--- src/rtl/alu_flag_pkg.sv ---
package alu_flag_pkg;
    typedef enum logic [2:0] {
        OP_ADD  = 3'd0,
        OP_SUB  = 3'd1,
        OP_RRC  = 3'd2,
        OP_RLC  = 3'd3,
        OP_AND  = 3'd4,
        OP_OR   = 3'd5,
        OP_XOR  = 3'd6,
        OP_PASS = 3'd7
    } alu_op_e;

    // state encoding is {time-out, power-down}
    typedef enum logic [1:0] {
        PM_AWAKE      = 2'b11,
        PM_DOZING     = 2'b10,
        PM_EXPIRED    = 2'b01,
        PM_EXP_DOZING = 2'b00
    } pm_state_e;

    localparam int unsigned BIT_C  = 0;
    localparam int unsigned BIT_DC = 1;
    localparam int unsigned BIT_Z  = 2;
    localparam int unsigned BIT_PD = 3;
    localparam int unsigned BIT_TO = 4;
    localparam int unsigned NIB_W  = 4;
endpackage

--- src/rtl/alu_flag_core.sv ---
module alu_flag_core
    import alu_flag_pkg::*;
#(
    parameter int unsigned DATA_W     = 8,
    parameter bit          ROT_SETS_Z = 1'b0
) (
    input  logic [2:0]        op_sel,
    input  logic [DATA_W-1:0] opnd_a,
    input  logic [DATA_W-1:0] opnd_b,
    input  logic              c_in,
    output logic [DATA_W-1:0] res,
    output logic              c_out,
    output logic              dc_out,
    output logic              upd_z,
    output logic              upd_dc,
    output logic              upd_c
);
    localparam int unsigned SUM_W = DATA_W + 1;
    localparam int unsigned NSUM_W = NIB_W + 1;

    alu_op_e          op;
    logic [SUM_W-1:0]  sum_add, sum_sub;
    logic [NSUM_W-1:0] nib_add, nib_sub;

    assign op = alu_op_e'(op_sel);

    assign sum_add = {1'b0, opnd_a} + {1'b0, opnd_b};
    assign sum_sub = {1'b0, opnd_a} + {1'b0, ~opnd_b} + SUM_W'(1);
    assign nib_add = {1'b0, opnd_a[NIB_W-1:0]} + {1'b0, opnd_b[NIB_W-1:0]};
    assign nib_sub = {1'b0, opnd_a[NIB_W-1:0]} + {1'b0, ~opnd_b[NIB_W-1:0]} + NSUM_W'(1);

    always_comb begin
        res    = opnd_a;
        c_out  = c_in;
        dc_out = 1'b0;
        upd_z  = 1'b1;
        upd_dc = 1'b0;
        upd_c  = 1'b0;
        unique case (op)
            OP_ADD: begin
                res    = sum_add[DATA_W-1:0];
                c_out  = sum_add[DATA_W];
                dc_out = nib_add[NIB_W];
                upd_dc = 1'b1;
                upd_c  = 1'b1;
            end
            OP_SUB: begin
                res    = sum_sub[DATA_W-1:0];
                c_out  = sum_sub[DATA_W];
                dc_out = nib_sub[NIB_W];
                upd_dc = 1'b1;
                upd_c  = 1'b1;
            end
            OP_RRC: begin
                res   = {c_in, opnd_a[DATA_W-1:1]};
                c_out = opnd_a[0];
                upd_c = 1'b1;
                upd_z = ROT_SETS_Z;
            end
            OP_RLC: begin
                res   = {opnd_a[DATA_W-2:0], c_in};
                c_out = opnd_a[DATA_W-1];
                upd_c = 1'b1;
                upd_z = ROT_SETS_Z;
            end
            OP_AND:  res = opnd_a & opnd_b;
            OP_OR:   res = opnd_a | opnd_b;
            OP_XOR:  res = opnd_a ^ opnd_b;
            OP_PASS: res = opnd_a;
            default: res = opnd_a;
        endcase
    end
endmodule

--- src/rtl/alu_flag_pm.sv ---
module alu_flag_pm
    import alu_flag_pkg::*;
(
    input  logic clk,
    input  logic rst_n,
    input  logic ev_por,
    input  logic ev_wdt_clr,
    input  logic ev_sleep,
    input  logic ev_wdt_tmo,
    output logic to_flag,
    output logic pd_flag
);
    pm_state_e state, state_nxt;
    logic      to_nxt, pd_nxt;

    always_ff @(posedge clk or negedge rst_n) begin
        if (!rst_n) state <= PM_AWAKE;
        else        state <= state_nxt;
    end

    // clear events beat set events; no event keeps the state
    always_comb begin
        to_nxt = to_flag;
        pd_nxt = pd_flag;
        if (ev_wdt_tmo)                          to_nxt = 1'b0;
        else if (ev_por || ev_wdt_clr || ev_sleep) to_nxt = 1'b1;
        if (ev_sleep)                            pd_nxt = 1'b0;
        else if (ev_por || ev_wdt_clr)           pd_nxt = 1'b1;
        state_nxt = pm_state_e'({to_nxt, pd_nxt});
    end

    always_comb begin
        unique case (state)
            PM_AWAKE:      begin to_flag = 1'b1; pd_flag = 1'b1; end
            PM_DOZING:     begin to_flag = 1'b1; pd_flag = 1'b0; end
            PM_EXPIRED:    begin to_flag = 1'b0; pd_flag = 1'b1; end
            PM_EXP_DOZING: begin to_flag = 1'b0; pd_flag = 1'b0; end
            default:       begin to_flag = 1'b1; pd_flag = 1'b1; end
        endcase
    end
endmodule

--- src/rtl/alu_flag_reg.sv ---
module alu_flag_reg
    import alu_flag_pkg::*;
#(
    parameter int unsigned DATA_W     = 8,
    parameter bit          ROT_SETS_Z = 1'b0
) (
    input  logic              clk,
    input  logic              rst_n,
    input  logic              op_valid,
    input  logic [2:0]        op_sel,
    input  logic [DATA_W-1:0] opnd_a,
    input  logic [DATA_W-1:0] opnd_b,
    input  logic              sw_we,
    input  logic [7:0]        sw_wdata,
    input  logic              ev_por,
    input  logic              ev_wdt_clr,
    input  logic              ev_sleep,
    input  logic              ev_wdt_tmo,
    output logic [DATA_W-1:0] result,
    output logic [7:0]        status
);
    logic z_q, dc_q, c_q;
    logic c_new, dc_new, upd_z, upd_dc, upd_c;
    logic to_flag, pd_flag;

    alu_flag_core #(.DATA_W(DATA_W), .ROT_SETS_Z(ROT_SETS_Z)) u_core (
        .op_sel (op_sel),
        .opnd_a (opnd_a),
        .opnd_b (opnd_b),
        .c_in   (c_q),
        .res    (result),
        .c_out  (c_new),
        .dc_out (dc_new),
        .upd_z  (upd_z),
        .upd_dc (upd_dc),
        .upd_c  (upd_c)
    );

    alu_flag_pm u_pm (
        .clk        (clk),
        .rst_n      (rst_n),
        .ev_por     (ev_por),
        .ev_wdt_clr (ev_wdt_clr),
        .ev_sleep   (ev_sleep),
        .ev_wdt_tmo (ev_wdt_tmo),
        .to_flag    (to_flag),
        .pd_flag    (pd_flag)
    );

    always_ff @(posedge clk or negedge rst_n) begin
        if (!rst_n) begin
            z_q  <= 1'b0;
            dc_q <= 1'b0;
            c_q  <= 1'b0;
        end else if (sw_we) begin
            z_q  <= sw_wdata[BIT_Z];
            dc_q <= sw_wdata[BIT_DC];
            c_q  <= sw_wdata[BIT_C];
        end else if (op_valid) begin
            if (upd_z)  z_q  <= (result == '0);
            if (upd_dc) dc_q <= dc_new;
            if (upd_c)  c_q  <= c_new;
        end
    end

    always_comb begin
        status         = '0;
        status[BIT_TO] = to_flag;
        status[BIT_PD] = pd_flag;
        status[BIT_Z]  = z_q;
        status[BIT_DC] = dc_q;
        status[BIT_C]  = c_q;
    end
endmodule

--- config.mk ---
export PLATFORM = sky130hd
export DESIGN_NAME = alu_flag_reg
export DESIGN_NICKNAME = d
export VERILOG_FILES = /design/src/rtl/alu_flag_pkg.sv /design/src/rtl/alu_flag_core.sv /design/src/rtl/alu_flag_pm.sv /design/src/rtl/alu_flag_reg.sv
export SDC_FILE = /design/constraint.sdc
export NUM_CORES = 1
export LEC_CHECK = 0
export ABC_CLOCK_PERIOD_IN_PS = 2100
export BUFFER_PORTS_ARGS = -buffer_cell sky130_fd_sc_hd__buf_4
export CAP_MARGIN = 20
export CORE_UTILIZATION = 40
export CTS_CLUSTER_DIAMETER = 60
export DETAILED_ROUTE_END_ITERATION = 10
export GPL_TIMING_DRIVEN = 0
export PLACE_DENSITY = 0.66
export SLEW_MARGIN = 20
export SYNTH_ARGS = -nofsm -noshare
export SYNTH_HDL_FRONTEND = slang
export SYNTH_SLANG_ARGS = --single-unit
--- constraint.sdc ---
create_clock -name clk -period 2.1 [get_ports clk]
set_input_delay 0.105 -clock clk [delete_from_list [all_inputs] [get_ports clk]]
set_output_delay 0.105 -clock clk [all_outputs]
set_load 0.05 [all_outputs]
==> flow_summary.yaml <==
outcome:
  status: "complete, but fails checks"
  violations: "setup timing"
setup_path:
  arrival_ns: 2.06
  crit_type: "in2out"
  critical_path.endpoint_type: "output port"
  crit_required_ns: 2.00
  path_max_fanout: 4
  start_kind: "input pin"
floorplan:
  core_mm2: 0.004144
  dieArea_mm2: 0.004758
  initial_core_util_pct: 43.30
  io_pins: 51
  die_h_um: 68.98
  rows: 23
  die_x_um: 68.98
final_layout:
  multi_input_area_mm2: 0.001585
  postLayoutCellArea_mm2: 0.002514
  finalNonFillerCells: 337
  syn_to_final_growth_pct: 40.10
  drive_gt1_share_pct: 36.59
  regArea_um2: 127.6
  diodes: 0
  layout.nets: 349
  nFillCells: 378
  utilization_pct: 60.66
synthesis:
  ys_types: 59
  ys_seq_area_share_pct: 7.113
  synth_area_leaders: "ha_1 17%, inv_1 5.4%, mux4_2 5.0%"
  synth_edf_count: 0
  synthCells: 234
  synth_top_area_share_pct: 16.74
  ys_seq_elements: 5
  async_flop_share_pct: 100.0
  syn_avg_cell_area_um2: 7.668
  synthFlopType: "dfrtp_1"
  yosysWarnings: 0
  syn_area_mm2: 0.001794
  yosysTopAreaCell: "ha_1"
sta:
  drv_slew: 0
  final_hold_viol_count: 0
  fmax_mhz: 462.3
  worst_pin_slew_ns: 0.6255
  hold_ws_ns: 0.01537
  setup_tns_ns: -0.1316
  finClkSkew_ns: 0.0001638
  period_share_pct: 103.0
  worst_slack_ns: -0.06298
  slew_headroom_pct: 58.30
  period_needed_ns: 2.163
  setup_viol: 3
  rsz0062_at_grt: "yes"
clock_tree:
  ctsHtreeMaxLevel: 1
  clock_sinks: 5
  root_buffer: "clkbuf_8"
  clk_pin_slew_ns: 0.03
  cts_tree: "built"
  cts_buffers: 3
  clk_path_buf_depth: 2
  clk_latency_ns: 0.22
global_route:
  grt_util_all_layers_pct: 22.54
  grt-ovfl-total: 0
  grt_max_degree: 11
  grt_pass1_wl_mm: 7.941
  antenna_found_initial: 0
  grt_pass1_vias: 1639
placement:
  post-place-ws_ns: -0.4016
  dp_hpwl_mm: 4.046
  io_buffers: 40
  place_congestion: 0.8573
  place_area_mm2: 0.002273
  place_inst: 326
route:
  drt-total-wl_mm: 5.088
  viasPerCell: 5.647
  firstDrtPassIters: 4
  post_drt_wl_per_cell_um: 15.10
  vias: 1903
  drt_iter0_markers: 130
  ant_nets: 0
  drc: 0
min_path:
  hold_path.class: "in2reg"
power_and_ir_drop:
  cellLeakagePower_nw: 1.128
  irDropWorstVdd_mv: 0.1861
  finalPower_mw: 1.023
  power_density_mw_per_mm2: 407.0
run:
  drv_cap: 0
layer usage:
metal  track usage (%)  wire length (um)  share of wire [%]  vias to the layer above
met5                 0                 0                  0                        -
met4             5.867                76                1.5                        0
met3             1.480               387                7.6                        6
met2             37.50              2381                 47                       74
met1             31.15              2242                 44                      894
li1                  -                 -                  -                      929
cell usage after synthesis (all sizes together), types with 2 or more instances:
master and instances:
a211o 2, a211oi 7, a21o 2, a21oi 11, a221oi 3, a31oi 4
a32oi 2, buf 18, clkbuf 6, dfrtp 3, dfstp 2, fa 2
ha 24, inv 27, mux2 2, mux2i 8, mux4 4, nand2 12
nand2b 10, nand3 4, nand3b 2, nor2 17, nor2b 7, nor3 7
nor3b 2, nor4 2, o211ai 2, o21a 2, o21ai 11, o31ai 2
o32ai 2, or2 2, or3 2, xnor2 3
final timing paths:
kind	startpoint	endpoint	slack, ns	depth (start not counted)
setup reg to reg	c_q	z_q	0.39	8
min in group asynchronous	rst_n	dc_q	0.23	2
setup / recovery	opnd_a[0]	result[4]	-0.06	10
hold reg to reg	dc_q	dc_q	0.55	2
max in group asynchronous	rst_n	u_pm.state[0]	1.68	2
hold / removal	ev_sleep	u_pm.state[0]	0.02	2
registers in the layout, summed over array words and instances, names as in the netlist:
name        count
u_pm.state      2
z_q             1
dc_q            1
c_q             1
layout by cell type (no fill, tap or decap), types with 8 or more instances in the layout:
master,instances
nor2_1,15
buf_4,45
a21oi_1,9
o21ai_0,10
buf_6,12
inv_1,22
ha_1,20
nand2b_1,8
nand2_1,12
cells by family (layout without fill, tap and decap cells):
logic type / count (synthesis) / count (layout) / share of synthesized area (%)
and+or+nand+nor: 71 / 71 / 21.20
DFF: 5 / 5 / 7.113
xor gates and xnor gates: 4 / 4 / 1.953
adders and majority gates: 26 / 26 / 18.97
AOI/OAI and AO/OA: 62 / 62 / 25.24
buffers and inverters: 51 / 102 / 14.37
muxes: 14 / 14 / 10.95
other: 1 / 3 / 0.2090
power breakdown:
part,total [mW],switching [mW],internal [mW]
logic,0.734,0.418,0.315
clock network,0.176,0.0455,0.130
registers,0.114,0.00663,0.107
timing repair:
| item | in CTS | in global routing |
|---|---|---|
| hold endpoints to repair | 6 | 0 |
| buffers inserted | 5 | 0 |
| hold buffers | 2 | 0 |
| resized for setup | 20 | 7 |
| gates cloned | 0 | 0 |
| pin swaps | 9 | 4 |
| endpoints found under the setup margin | 4 | 5 |
area by class of cell:
class / count / share of cell area, %
Buffer: 24 / 6.770
Multi-Input combinational cell: 180 / 63.07
Inverter: 27 / 4.878
Tap cell: 50 / 2.489
Timing Repair Buffer: 47 / 15.93
Sequential cell: 5 / 5.077
Clock buffer: 4 / 1.792
worst max-delay path, stage by stage:
cell and delay [ns]:
buf_12 0.12, inv_12 0.04, ha_4 0.13, inv_2 0.04
fa_2 0.41, nand2b_4 0.11, a221oi_4 0.08, nand2b_4 0.15
a222oi_1 0.55, buf_4 0.31
Note: power is estimated with default switching activity, not from simulation.
